$ cat config.mk
export PLATFORM = sky130hd
export DESIGN_NAME = lfill_ctrl
export DESIGN_NICKNAME = d
export VERILOG_FILES = /design/src/rtl/lfill_pkg.sv /design/src/rtl/lfill_seq.sv /design/src/rtl/lfill_cbbuf.sv /design/src/rtl/lfill_ctrl.sv
export SDC_FILE = /design/constraint.sdc
export NUM_CORES = 1
export LEC_CHECK = 0
export BUFFER_PORTS_ARGS = -buffer_cell sky130_fd_sc_hd__buf_2
export CELL_PAD_IN_SITES_DETAIL_PLACEMENT = 0
export CELL_PAD_IN_SITES_GLOBAL_PLACEMENT = 1
export CORE_AREA = 2 2 342 344
export DETAILED_ROUTE_END_ITERATION = 6
export DIE_AREA = 0 0 344 346
export PLACE_DENSITY_LB_ADDON = 0.1
export REMOVE_ABC_BUFFERS = 1
export SETUP_SLACK_MARGIN = 0.02
export SLEW_MARGIN = 25
export SYNTH_ARGS = -nofsm -noshare
export SYNTH_HDL_FRONTEND = slang
export SYNTH_HIERARCHICAL = 1
export SYNTH_SLANG_ARGS = --single-unit
$ cat constraint.sdc
create_clock -name clk -period 1.5 [get_ports clk]
set_input_delay 0.3 -clock clk [delete_from_list [all_inputs] [get_ports clk]]
set_output_delay 0.3 -clock clk [all_outputs]
set_load 0.01 [all_outputs]
$ cat src/rtl/lfill_pkg.sv
package lfill_pkg;
    typedef enum logic [1:0] {
        LS_INV = 2'd0,
        LS_SHR = 2'd1,
        LS_EXC = 2'd2,
        LS_MOD = 2'd3
    } lstate_e;
endpackage

$ cat src/rtl/lfill_seq.sv
module lfill_seq
    import lfill_pkg::*;
#(
    parameter int BEAT_W = 64,
    parameter int BEATS  = 4,
    parameter int ADDR_W = 32,
    parameter int WAY_W  = 2
) (
    input  logic                    clk,
    input  logic                    rst_n,
    input  logic                    start,
    input  logic [ADDR_W-1:0]       start_addr,
    input  logic [WAY_W-1:0]        start_way,
    input  lstate_e                 start_state,
    input  logic                    fill_valid,
    input  logic [BEAT_W-1:0]       fill_data,
    output logic                    busy,
    output logic                    fill_ready,
    output logic                    fwd_valid,
    output logic [BEAT_W-1:0]       fwd_data,
    output logic                    inst_valid,
    output logic [ADDR_W-1:0]       inst_addr,
    output logic [WAY_W-1:0]        inst_way,
    output lstate_e                 inst_state,
    output logic [BEATS*BEAT_W-1:0] inst_data
);
    localparam int CNT_W = (BEATS > 1) ? $clog2(BEATS) : 1;
    localparam logic [CNT_W-1:0] LAST = CNT_W'(BEATS - 1);

    typedef struct packed {
        logic                          busy;
        logic                          done;
        logic [CNT_W-1:0]              cnt;
        logic [BEATS-1:0][BEAT_W-1:0]  line;
        logic [ADDR_W-1:0]             addr;
        logic [WAY_W-1:0]              way;
        lstate_e                       st;
    } seq_t;

    seq_t s_d, s_q;
    logic take;

    always_comb begin
        s_d      = s_q;
        s_d.done = 1'b0;
        take     = s_q.busy && fill_valid;
        if (take) begin
            s_d.line[s_q.cnt] = fill_data;
            if (s_q.cnt == LAST) begin
                s_d.busy = 1'b0;
                s_d.done = 1'b1;
                s_d.cnt  = '0;
            end else begin
                s_d.cnt = s_q.cnt + 1'b1;
            end
        end
        if (start) begin
            s_d.busy = 1'b1;
            s_d.cnt  = '0;
            s_d.addr = start_addr;
            s_d.way  = start_way;
            s_d.st   = start_state;
        end
    end

    always_ff @(posedge clk) begin
        if (!rst_n) s_q <= '0;
        else        s_q <= s_d;
    end

    assign busy       = s_q.busy;
    assign fill_ready = s_q.busy;
    assign fwd_valid  = take && (s_q.cnt == '0);
    assign fwd_data   = fill_data;
    assign inst_valid = s_q.done;
    assign inst_addr  = s_q.addr;
    assign inst_way   = s_q.way;
    assign inst_state = s_q.st;
    assign inst_data  = s_q.line;
endmodule

$ cat src/rtl/lfill_cbbuf.sv
module lfill_cbbuf #(
    parameter int BEAT_W = 64,
    parameter int BEATS  = 4,
    parameter int ADDR_W = 32
) (
    input  logic                    clk,
    input  logic                    rst_n,
    input  logic                    load,
    input  logic [ADDR_W-1:0]       load_addr,
    input  logic [BEATS*BEAT_W-1:0] load_data,
    input  logic                    wb_ready,
    output logic                    full,
    output logic                    wb_valid,
    output logic [ADDR_W-1:0]       wb_addr,
    output logic [BEAT_W-1:0]       wb_data,
    output logic [((BEATS > 1) ? $clog2(BEATS) : 1)-1:0] wb_beat
);
    localparam int CNT_W = (BEATS > 1) ? $clog2(BEATS) : 1;
    localparam logic [CNT_W-1:0] LAST = CNT_W'(BEATS - 1);

    typedef struct packed {
        logic                          vld;
        logic [CNT_W-1:0]              cnt;
        logic [ADDR_W-1:0]             addr;
        logic [BEATS-1:0][BEAT_W-1:0]  data;
    } cb_t;

    cb_t c_d, c_q;

    always_comb begin
        c_d = c_q;
        if (c_q.vld && wb_ready) begin
            if (c_q.cnt == LAST) begin
                c_d.vld = 1'b0;
                c_d.cnt = '0;
            end else begin
                c_d.cnt = c_q.cnt + 1'b1;
            end
        end
        if (load) begin
            c_d.vld  = 1'b1;
            c_d.cnt  = '0;
            c_d.addr = load_addr;
            c_d.data = load_data;
        end
    end

    always_ff @(posedge clk) begin
        if (!rst_n) c_q <= '0;
        else        c_q <= c_d;
    end

    assign full     = c_q.vld;
    assign wb_valid = c_q.vld;
    assign wb_addr  = c_q.addr;
    assign wb_data  = c_q.data[c_q.cnt];
    assign wb_beat  = c_q.cnt;
endmodule

$ cat src/rtl/lfill_ctrl.sv
module lfill_ctrl
    import lfill_pkg::*;
#(
    parameter int BEAT_W = 64,
    parameter int BEATS  = 4,
    parameter int ADDR_W = 32,
    parameter int WAYS   = 4
) (
    input  logic                    clk,
    input  logic                    rst_n,
    input  logic                    miss_valid,
    output logic                    miss_ready,
    input  logic [ADDR_W-1:0]       miss_addr,
    input  logic [((WAYS > 1) ? $clog2(WAYS) : 1)-1:0] miss_way,
    input  logic [1:0]              miss_state,
    input  logic                    victim_dirty,
    input  logic [ADDR_W-1:0]       victim_addr,
    input  logic [BEATS*BEAT_W-1:0] victim_data,
    output logic                    rd_start,
    output logic [ADDR_W-1:0]       rd_addr,
    input  logic                    fill_valid,
    output logic                    fill_ready,
    input  logic [BEAT_W-1:0]       fill_data,
    output logic                    fwd_valid,
    output logic [BEAT_W-1:0]       fwd_data,
    output logic                    inst_valid,
    output logic [ADDR_W-1:0]       inst_addr,
    output logic [((WAYS > 1) ? $clog2(WAYS) : 1)-1:0] inst_way,
    output logic [1:0]              inst_state,
    output logic [BEATS*BEAT_W-1:0] inst_data,
    output logic                    wb_valid,
    input  logic                    wb_ready,
    output logic [ADDR_W-1:0]       wb_addr,
    output logic [BEAT_W-1:0]       wb_data,
    output logic [((BEATS > 1) ? $clog2(BEATS) : 1)-1:0] wb_beat
);
    localparam int WAY_W = (WAYS > 1) ? $clog2(WAYS) : 1;

    logic    seq_busy;
    logic    cb_full;
    logic    accept;
    lstate_e st_out;

    // Dirty victims need the buffer; clean ones only need the sequencer.
    assign miss_ready = !seq_busy && !(victim_dirty && cb_full);
    assign accept     = miss_valid && miss_ready;
    assign rd_start   = accept;
    assign rd_addr    = miss_addr;
    assign inst_state = st_out;

    lfill_seq #(
        .BEAT_W(BEAT_W), .BEATS(BEATS), .ADDR_W(ADDR_W), .WAY_W(WAY_W)
    ) u_seq (
        .clk         (clk),
        .rst_n       (rst_n),
        .start       (accept),
        .start_addr  (miss_addr),
        .start_way   (miss_way),
        .start_state (lstate_e'(miss_state)),
        .fill_valid  (fill_valid),
        .fill_data   (fill_data),
        .busy        (seq_busy),
        .fill_ready  (fill_ready),
        .fwd_valid   (fwd_valid),
        .fwd_data    (fwd_data),
        .inst_valid  (inst_valid),
        .inst_addr   (inst_addr),
        .inst_way    (inst_way),
        .inst_state  (st_out),
        .inst_data   (inst_data)
    );

    lfill_cbbuf #(
        .BEAT_W(BEAT_W), .BEATS(BEATS), .ADDR_W(ADDR_W)
    ) u_cb (
        .clk       (clk),
        .rst_n     (rst_n),
        .load      (accept && victim_dirty),
        .load_addr (victim_addr),
        .load_data (victim_data),
        .wb_ready  (wb_ready),
        .full      (cb_full),
        .wb_valid  (wb_valid),
        .wb_addr   (wb_addr),
        .wb_data   (wb_data),
        .wb_beat   (wb_beat)
    );
endmodule

======== Word-level counts from Yosys, hierarchy flattened ========
Cells that the tools add are included.
storage, ports and cells
  flip-flop bits (word level) ............. 587
  memories kept ........................... 0
  bits in writable memories ............... 0
  latch bits .............................. 0
  bits in read-only memories .............. 0
cells by class
  $mul .................................... 0
  muxes and demuxes ....................... 13
  shift operators ......................... 0
  equal/unequal tests ..................... 2
  divide/modulo/power cells ............... 0
  reductions and logical operators ........ 20
  $add $sub $neg .......................... 2
  order comparisons ....................... 3
  bitwise operators ....................... 1
operators by type and width
  operator             number
  $mux 291             1
  $mux 260             1
  $bwmux 256           1
  $bmux 64 s2          1
  $demux 64 s2         1
  $mux 64              2
  $logic_and 1x1->1    8
  $reduce_bool 2->1    4
  $lt 2x3->1 const B   2
  $mux 2               3
  $reduce_and 2->1     3
  $add 2x1->2 const B  2
  $eq 2x2->1 const B   2
  $reduce_or 2->1      2
  $mux 3               1
  $ge 2x1->1 const B   1
  $logic_not 1->1      2
  $logic_not 2->1      1
  $mux 1               2
  $not 1->1            1

======== Longest topological paths before layout ========
Gate-level depths: netlist of run 1.
  depth after elaboration ................. 7
  gate-level depth with buffers ........... 7

======== By module ========
The synthesis of run 1 kept the hierarchy.
modules (own cells, without submodules)
  module       times used  area an instance (um^2)  sequential area each (um^2)  cells each
  lfill_seq    1           13534.2                  5925.7                       1399
  lfill_cbbuf  1           12700.9                  5825.6                       1054
  lfill_ctrl   1           276.5                    0.0                          36

======== Least setup slack after synthesis of run 1 ========
Ideal clock, no wire load.
  path type ............................... reg-to-reg
  start ................................... reg u_seq.s_q (netlist bit u_seq/busy)
  end ..................................... reg u_seq.s_q (netlist bit u_seq/inst_addr[22])
  arrival time ............................ 1.483 ns
  path slack .............................. -0.100 ns
  clock period less this slack ............ 1.600 ns
  required time ........................... 1.383 ns
  stages on the path, launching flop included .. 7
  cells stage by stage .................... dfxtp_1 > nand2b_4 > a21oi_1 > buf_4 > buf_2 > mux2i_1 > nor2_1
between the ends
  longest elaborated chain between the ends .. 3
RTL lines
  item                    line              text
  start, declared         lfill_seq.sv:40   seq_t s_d, s_q;
  start signal, assigned  lfill_seq.sv:67   if (!rst_n) s_q <= '0;
  start signal, assigned  lfill_seq.sv:68   else s_q <= s_d;
  $logic_not 1->1         lfill_ctrl.sv:45  assign miss_ready = !seq_busy && !(victim_dirty && cb_full);
  $logic_and 1x1->1       lfill_ctrl.sv:45
  $logic_and 1x1->1       lfill_ctrl.sv:46  assign accept = miss_valid && miss_ready;
  net rd_start            lfill_ctrl.sv:19  output logic rd_start,
The timed path passes the listed nets, and every way through them passes these cells.
A chain may end at the register's enable or synchronous reset.

======== Worst setup path after layout of run 1 ========
  start ................................... reg u_cb.c_q (netlist bit u_cb/wb_beat[0])
  end ..................................... out wb_data[10]
between the ends
  longest elaborated chain between the ends .. 2
RTL lines
  item                           line               text
  start, declared                lfill_cbbuf.sv:28  cb_t c_d, c_q;
  start signal, assigned         lfill_cbbuf.sv:49  if (!rst_n) c_q <= '0;
  start signal, assigned         lfill_cbbuf.sv:50  else c_q <= c_d;
  $bmux 64 s2                    lfill_cbbuf.sv:56  assign wb_data = c_q.data[c_q.cnt];
  $mux 64 (not written as such)  lfill_cbbuf.sv:56
  end, declared                  lfill_ctrl.sv:34   output logic [BEAT_W-1:0] wb_data,
Every way passes these cells. The select of a mux whose other input is x is not followed.

==> impl_metrics.py, run 1 <==
metrics = {
    "run_status": {
        "violations": "negative setup slack",
        "outcome": "finished, violations left",
    },
    "synth": {
        "ys_types": 23,
        "syn_avg_cell_area_sq_um": 10.7,
        "synth_area_sq_um": 26500,
        "ys_ff_latch": 587,
        "yosys_warnings": 6,
        "synthCells": 2489,
        "yosysSeqAreaShare_pct": 44.3,
    },
    "routing": {
        "drc": 0,
        "vias": 20200,
        "drt-wirelength-per-cell_um": 20.0,
        "vias_per_cell": 3.99,
        "ant_nets": 0,
        "drt-pass1-iter-count": 4,
        "drt_iter0_markers": 617,
        "wirelength_mm": 101,
    },
    "flow_run": {
        "drv_cap": 0,
    },
    "timing": {
        "fmax_mhz": 428,
        "finalSetupViolCount": 362,
        "rsz0062_at_grt": "yes",
        "layout_min_cycle_time_ns": 2.33,
        "hold_viol_final": 0,
        "slew_headroom_pct": 62.9,
        "finalClockSkew_ns": 0.0174,
        "setup_slack_ns": -0.835,
        "drv_slew": 0,
        "worstMarginPinSlew_ns": 0.557,
        "post-route-period-util_pct": 156,
    },
    "layout": {
        "final_common_cell": "buf_2",
        "most-common-layout-cells": "699 x buf_2, 559 x mux2i_1, 512 x dfxtp_1",
        "instances_no_fill": 5074,
        "multi_input_area_sq_um": 11000,
        "drive_gt1_share_pct": 40.0,
        "nNetsFinal": 3879,
        "area_growth_pct": 50.6,
        "regArea_sq_um": 11900,
        "fillerInstances": 11700,
    },
    "cts": {
        "clock-root-buffer": "clkbuf_16",
        "numCtsBuffers": 78,
        "insertion_delay_ns": 0.63,
        "clock_path_buffers": 3,
        "htree_levels": 3,
        "cts_tree": "built",
        "clk_pin_slew_ns": 0.06,
        "cts_sinks": 587,
    },
    "critical_path": {
        "cp.arrival_ns": 2.03,
        "r2r_end": "u_cb/c_q[86]$_SDFFE_PN0P_",
        "worstSetupPathType": "reg2out",
        "crit_fanout": 10,
        "required_ns": 1.20,
        "reg2reg_slack_ns": -0.42,
        "end_kind": "output pin",
        "r2r-start": "u_seq/busy$_SDFFE_PN0P_",
        "rr_worst_depth": 10,
        "start_kind": "flip-flop",
    },
    "pwr": {
        "powerDensity_nw_per_um2": 1030,
        "p_leak_uw": 0.0180,
        "power.total_uw": 40900,
        "ir_drop_mv": 0.722,
    },
    "hold_path": {
        "hold_path_startpoint": "fill_data[6]",
        "min_path_type": "in2reg",
        "hold_depth": 3,
    },
    "placed_design": {
        "dp_cells": 4445,
        "numPortBuffers": 885,
        "hpwl_mm": 70.4,
        "gp_congestion": 0.797,
    },
    "die": {
        "initial_core_util_pct": 23.0,
        "ios": 886,
        "die_h_um": 346,
        "dieArea_sq_um": 119000,
        "die_w_um": 344,
        "row_count": 125,
        "core_sq_um": 115000,
    },
    "global_route": {
        "grt_usage_pct": 16.0,
        "grt_pass1_wl_mm": 143,
        "antenna_found_initial": 10,
        "grt_pass1_vias": 21600,
        "grt_max_degree": 70,
        "grt-ovfl-total": 0,
    },
}
==> critical path, cell delays in order (launching register included) <==
cell	delay [ns]
dfxtp_4	0.37
buf_12	0.15
buf_12	0.16
mux4_2	0.56
buf_6	0.15
==> cells in the mapped netlist <==
library cell	number	area (sq um)
a21bo_2	4	40.0
a21boi_0	2	15.0
a21oi_1	6	30.0
buf_2	68	340
buf_4	453	3400
buf_6	17	191
clkbuf_1	36	135
dfxtp_1	587	11800
ha_1	7	87.6
inv_1	2	7.51
inv_2	2	7.51
mux2i_1	580	5810
mux4_2	64	1440
nand2_1	320	1200
nand2b_1	2	12.5
nand2b_4	1	13.8
nand3_1	8	40.0
nand4bb_1	1	11.3
nor2_1	37	139
nor2b_1	288	1800
nor3b_2	1	12.5
o21a_1	2	15.0
or4bb_1	1	11.3
==> layout make-up <==
class | count | area share (%)
repair buffers | 1483 | 31.5
flip-flops and latches | 587 | 29.7
multi-input cells | 1324 | 27.5
clock buffers | 126 | 5.98
well taps | 1524 | 4.78
clock inverters | 14 | 0.433
diodes | 12 | 0.0752
inverters | 4 | 0.0627
==> worst max-delay path by stage <==
stage,startpoint,end,cells after the start
CTS,u_cb/wb_beat[0]$_SDFFE_PP0P_,wb_data[59],4
floorplan,u_seq/busy$_SDFFE_PN0P_,u_cb/c_q[0]$_SDFFE_PN0P_,4
finish,u_cb/wb_beat[0]$_SDFFE_PP0P_,wb_data[10],4
global placement,u_cb/wb_beat[0]$_SDFFE_PP0P_,wb_data[10],3
global route,u_cb/wb_beat[0]$_SDFFE_PP0P_,wb_data[21],4
detailed placement,u_cb/wb_beat[0]$_SDFFE_PP0P_,wb_data[10],3
==> layer usage <==
metal,up-vias,wire length (um),GRT usage [%]
met5,-,25,0
li1,9861,-,-
met3,121,7950,5.25
met2,629,51100,29.0
met1,9633,39300,17.5
met4,4,2840,5.16
==> report_power, final <==
part | switching [uW] | internal (uW)
registers | 293 | 16200
logic | 2480 | 3240
clock network | 7410 | 11400
total | 10200 | 30800
==> logic make-up (layout without fill, tap and decap cells) <==
| group | after synthesis | after routing | share of synthesized area (%) |
|---|---|---|---|
| simple gates | 659 | 659 | 12.2 |
| mux | 644 | 644 | 27.3 |
| flops | 587 | 587 | 44.3 |
| buf+inv | 578 | 1627 | 15.4 |
| compound gates | 14 | 14 | 0.378 |
| fa+ha+maj | 7 | 7 | 0.330 |
| other cells | 0 | 12 | 0 |
==> through the flow <==
stage | util, % | instance area [sq um] | worst slack [ns] | TNS [ns] | hold WS (ns)
CTS | 34.0 | 39300 | -0.922 | -165.04 | 0.00109
finish | 34.6 | 39900 | -0.835 | -127.70 | 0.0478
global placement | 26.3 | 30400 | -0.265 | -56.38 | 0.444
floorplan | - | 22400 | -15.82 | -5140.36 | 0.418
global route | 34.6 | 39900 | -0.922 | -158.29 | 0.0328
detailed placement | 26.3 | 30400 | -0.276 | -64.77 | 0.446
==> repair_timing <==
item | CTS | global route
gates resized for setup | 380 | 149
buffers inserted | 62 | 32
setup endpoints to repair | 537 | 595
pin swaps | 4 | 8
gates cloned | 29 | 20
endpoints found under the hold margin | 475 | 0
hold buffers | 368 | 0
(Power assumes the default switching activity.)
==> run 2: changes to the inputs <==
--- a/config.mk
+++ b/config.mk
@@ -14,6 +14,7 @@
 export PLACE_DENSITY_LB_ADDON = 0.1
 export REMOVE_ABC_BUFFERS = 1
 export SETUP_SLACK_MARGIN = 0.02
+export SKIP_LAST_GASP = 1
 export SLEW_MARGIN = 25
 export SYNTH_ARGS = -nofsm -noshare
 export SYNTH_HDL_FRONTEND = slang
==> impl_metrics.py, run 2 (synthesized netlist as in run 1, its figures left out) <==
metrics = {
    "critical_path": {
        "worstSetupPathType": "reg2out",
        "critPathMaxStageDelay_ns": 0.54,
        "path_cells": "buf_12, buf_12, mux4_2, buf_2",
        "rr_worst_depth": 10,
        "end_kind": "output pin",
        "required_ns": 1.20,
        "worstPathBufferInverterCount": 3,
        "path_delay_family": "multiplexers",
        "cp.arrival_ns": 2.04,
        "cp_common_cell": "buf_12",
        "critPathSlowestCell": "mux4_2",
        "start_kind": "flip-flop",
        "crit_fanout": 10,
        "reg2reg_slack_ns": -0.43,
        "crit_cells": 4,
    },
    "routing": {
        "vias_per_cell": 3.99,
        "routed.top_layer": "met5",
        "drt_iter0_markers": 646,
        "ant_nets": 0,
        "drt-pass1-iter-count": 4,
        "vias": 20300,
        "wirelength_mm": 101,
        "wl_met1_mm": 39.2,
        "wl_met2_mm": 51.3,
        "wl_met3_mm": 8.02,
        "drc": 0,
        "drt-wirelength-per-cell_um": 19.9,
    },
    "cts": {
        "cts_sinks": 587,
        "clock_path_buffers": 3,
        "numCtsBuffers": 78,
        "clk_pin_slew_ns": 0.06,
        "insertion_delay_ns": 0.63,
        "cts_tree": "built",
        "clock-root-buffer": "clkbuf_16",
        "htree_levels": 3,
    },
    "pwr": {
        "ir_drop_mv": 0.721,
        "p_clk_share_pct": 45.9,
        "p_sw_uw": 10200,
        "power_frac_comb_pct": 13.9,
        "switching_share_pct": 24.9,
        "power.total_uw": 40900,
        "powerDensity_nw_per_um2": 1030,
        "p_leak_uw": 0.0180,
        "sequentialPowerShare_pct": 40.2,
        "internal_power_uw": 30700,
    },
    "layout": {
        "final_common_cell": "buf_2",
        "fillerInstances": 11700,
        "most-common-layout-cells": "710 x buf_2, 559 x mux2i_1, 512 x dfxtp_1",
        "drive_gt1_share_pct": 40.0,
        "area_growth_pct": 50.3,
        "nNetsFinal": 3879,
        "final_util_pct": 34.5,
        "instances_no_fill": 5074,
        "multi_input_area_sq_um": 11000,
        "regArea_sq_um": 11900,
    },
    "timing": {
        "finalSetupViolCount": 362,
        "tns_ns": -128.07,
        "rsz0062_at_grt": "yes",
        "hold_ws_ns": 0.0487,
        "slew_headroom_pct": 62.5,
        "drv_slew": 0,
        "setup_slack_ns": -0.837,
        "worstMarginPinSlew_ns": 0.562,
        "post-route-period-util_pct": 156,
        "finalClockSkew_ns": 0.0183,
        "hold_viol_final": 0,
        "fmax_mhz": 428,
        "layout_min_cycle_time_ns": 2.34,
    },
    "die": {
        "initial_core_util_pct": 23.0,
        "die_h_um": 346,
        "row_count": 125,
        "core_sq_um": 115000,
        "ios": 886,
        "dieArea_sq_um": 119000,
        "die_w_um": 344,
    },
    "run_status": {
        "outcome": "finished, violations left",
        "violations": "negative setup slack",
    },
    "global_route": {
        "grt_usage_pct": 16.0,
        "antenna_found_initial": 10,
        "grt-ovfl-total": 0,
        "grt_max_degree": 70,
        "grt_pass1_vias": 21600,
        "grt_pass1_wl_mm": 143,
    },
    "placed_design": {
        "hpwl_mm": 70.4,
        "numPortBuffers": 885,
        "gp_congestion": 0.797,
        "dp_cells": 4445,
    },
    "hold_path": {
        "min_path_type": "in2reg",
        "hold_depth": 3,
    },
    "flow_run": {
        "drv_cap": 0,
    },
}
## run 2: final timing paths
path / start / end
hold reg to reg: flip-flop / flip-flop
setup / recovery: u_cb/wb_beat[0]$_SDFFE_PP0P_ / wb_data[10]
hold / removal: fill_data[6] / flip-flop
setup reg to reg: u_seq/busy$_SDFFE_PN0P_ / u_cb/c_q[86]$_SDFFE_PN0P_
## run 2: timing repair
action	4_1_cts	5_1_grt
hold endpoints to repair	475	0
hold buffers	368	0
pin swaps	4	8
setup endpoints to repair	537	595
resized for setup	371	146
setup buffers	62	32
cloned	29	20
## run 2: metal layers
metal / up-vias / track usage (%)
met2: 644 / 29.0
li1: 9858 / -
met3: 118 / 5.26
met1: 9635 / 17.5
met4: 4 / 5.16
met5: - / 0
## run 2: power by group through the flow
stage | combinational (uW) | sequential [uW] | clock (uW)
final | 5700 | 16400 | 18800
after global routing | 6120 | 16500 | 20200
after CTS | 5780 | 16400 | 19600
after detailed placement | 4050 | 16800 | 0
after floorplan | 2340 | 16800 | 0
after global placement | 4020 | 16800 | 0
## run 2: worst min-delay path: cells and delay by family
kind,cells,cell delay (ns)
simple gates,1,0.13
buf+inv,1,0.12
mux,1,0.09
## run 2: cell type report
class,instances,area share [%]
flip-flops and latches,587,29.7
inverters,4,0.0628
repair buffers,1483,31.4
multi-input cells,1324,27.5
diodes,12,0.0754
clock inverters,14,0.433
well taps,1524,4.79
clock buffers,126,5.99
## run 2: per-stage QoR
stage	area [sq um]	setup WS [ns]
2_1_floorplan	22400	-15.82
3_3_place_gp	30400	-0.265
3_5_place_dp	30400	-0.276
4_1_cts	39200	-0.923
5_1_grt	39800	-0.922
6_report	39800	-0.837
==> run 3: changes to the inputs <==
--- a/config.mk
+++ b/config.mk
@@ -5,13 +5,13 @@
 export SDC_FILE = /design/constraint.sdc
 export NUM_CORES = 1
 export LEC_CHECK = 0
-export BUFFER_PORTS_ARGS = -buffer_cell sky130_fd_sc_hd__buf_2
 export CELL_PAD_IN_SITES_DETAIL_PLACEMENT = 0
 export CELL_PAD_IN_SITES_GLOBAL_PLACEMENT = 1
-export CORE_AREA = 2 2 342 344
+export CORE_AREA = 2 2 343 345
 export DETAILED_ROUTE_END_ITERATION = 6
-export DIE_AREA = 0 0 344 346
-export PLACE_DENSITY_LB_ADDON = 0.1
+export DIE_AREA = 0 0 345 347
+export DONT_BUFFER_PORTS = 1
+export PLACE_DENSITY_LB_ADDON = 0.12
 export REMOVE_ABC_BUFFERS = 1
 export SETUP_SLACK_MARGIN = 0.02
 export SKIP_LAST_GASP = 1
==> impl_metrics.py, run 3 (synthesized netlist as in run 1, its figures left out) <==
metrics = {
    "run_status": {
        "outcome": "finished, violations left",
        "violations": "max-slew violations, negative setup slack",
    },
    "timing": {
        "layout_min_cycle_time_ns": 2.97,
        "rsz0062_at_grt": "yes",
        "drv_slew": 403,
        "fmax_mhz": 337,
        "worstMarginPinSlew_ns": 3.45,
        "post-route-period-util_pct": 198,
        "setup_slack_ns": -1.47,
        "finalClockSkew_ns": 0.0228,
        "hold_viol_final": 0,
        "finalSetupViolCount": 583,
        "slew_headroom_pct": -130,
    },
    "die": {
        "die_h_um": 347,
        "core_sq_um": 116000,
        "row_count": 125,
        "initial_core_util_pct": 22.9,
        "dieArea_sq_um": 120000,
        "ios": 886,
        "die_w_um": 345,
    },
    "cts": {
        "clk_pin_slew_ns": 0.05,
        "numCtsBuffers": 75,
        "cts_tree": "built",
        "htree_levels": 3,
        "clock-root-buffer": "clkbuf_16",
        "cts_sinks": 587,
        "clock_path_buffers": 3,
        "insertion_delay_ns": 0.63,
    },
    "global_route": {
        "grt_pass1_wl_mm": 135,
        "grt_pass1_vias": 18800,
        "grt-ovfl-total": 0,
        "grt_max_degree": 614,
        "antenna_found_initial": 37,
        "grt_usage_pct": 15.1,
    },
    "placed_design": {
        "dp_cells": 3530,
        "dp_slack_ns": -0.137,
        "placed_cell_area_sq_um": 25700,
        "gp_congestion": 0.767,
        "numPortBuffers": 0,
        "hpwl_mm": 62.5,
    },
    "layout": {
        "instances_no_fill": 4285,
        "finalInstanceArea_sq_um": 35400,
        "drive_gt1_share_pct": 15.2,
        "final_common_cell": "dfxtp_1",
        "most-common-layout-cells": "571 x dfxtp_1, 562 x mux2i_1, 515 x dlygate4sd3_1",
        "nNetsFinal": 3091,
        "area_growth_pct": 33.4,
    },
    "pwr": {
        "internal_power_uw": 29300,
        "power.total_uw": 38800,
        "p_leak_uw": 0.0138,
        "powerDensity_nw_per_um2": 1100,
        "switching_share_pct": 24.5,
        "power_frac_comb_pct": 10.9,
        "sequentialPowerShare_pct": 42.8,
        "p_clk_share_pct": 46.3,
        "p_sw_uw": 9500,
        "ir_drop_mv": 0.748,
    },
    "routing": {
        "drc": 0,
        "wirelength_mm": 94.7,
        "drt-wirelength-per-cell_um": 22.1,
        "drt_iter0_markers": 691,
        "ant_nets": 0,
        "vias": 17600,
        "vias_per_cell": 4.10,
        "drt-pass1-iter-count": 5,
    },
    "critical_path": {
        "critPathSlowestCell": "nand2_1",
        "end_kind": "flip-flop",
        "path_cells": "nand2_1, mux2i_1",
        "required_ns": 1.96,
        "start_kind": "input port",
        "cp.arrival_ns": 3.43,
        "cp-startpoint": "rst_n",
        "worstSetupPathType": "in2reg",
        "r2r-start": "u_seq/busy$_SDFFE_PN0P_",
        "critPathMaxStageDelay_ns": 1.34,
        "crit_fanout": 514,
        "worstPathBufferInverterCount": 0,
        "path_delay_family": "simple AND/OR/NAND/NOR gates",
    },
    "hold_path": {
        "hold_path_startpoint": "rst_n",
        "min_path_type": "in2reg",
    },
    "flow_run": {
        "drv_cap": 0,
    },
}
run 3: cell types whose count changed in the layout (fill, tap and decap cells not counted), sizes merged, moves of 2 or more:
cell          delta
buf            -920
bufbuf           +2
clkbuf          -29
clkinv           +8
clkinvlp         -2
diode            +5
dlygate4sd3    +149
dlymetal6s4s     -2
run 3: cell type report:
type	count	area, sq um
antenna	17	42.5
clock buffer	111	2210
clock inverter	20	238
fill	11900	80400
inverter	4	20.0
multi-input combinational	1324	10900
sequential	587	11800
tap	1524	1910
timing repair buffer	698	8280
run 3: final timing paths:
kind	slack, ns	cells after the start	end
setup / recovery	-1.47	2	flip-flop
hold / removal	0.07	2	u_cb/wb_addr[31]$_SDFFE_PN0P_
setup reg to reg	-0.34	9	u_cb/c_q[99]$_SDFFE_PN0P_
hold reg to reg	0.51	2	flip-flop
run 3: repair_timing:
action                                  in CTS  in global routing
pin swaps                                    3                  7
buffers inserted                            51                 32
gates resized for setup                    150                 82
endpoints found under the setup margin     401                467
hold buffers                               512                  4
endpoints found under the hold margin      586                 79
cloned                                      37                  4
run 3: metal layers:
| layer | global-route usage, % | vias up | share of wire [%] |
|---|---|---|---|
| li1 | - | 8266 | - |
| met1 | 15.9 | 8463 | 37 |
| met2 | 27.7 | 678 | 51 |
| met3 | 6.27 | 164 | 9.1 |
| met4 | 4.14 | 6 | 2.7 |
| met5 | 0 | - | 0.040 |
run 3: power by group through the flow:
stage	clock network [uW]	registers, uW	logic [uW]
after detailed placement	0	16900	2400
after global placement	0	16900	2360
after floorplan	0	16800	2340
after global routing	19400	16700	4480
after CTS	18800	16600	4250
final	18000	16600	4210
run 3: stage by stage:
stage	TNS (ns)	hold WS, ns	utilization, %
after global placement	-19.71	0.451	22.2
final	-315.71	0.0699	30.6
after floorplan	-5140.36	0.418	-
after CTS	-143.15	-0.226	30.5
after detailed placement	-25.73	0.458	22.2
after global routing	-155.23	0.0128	30.5
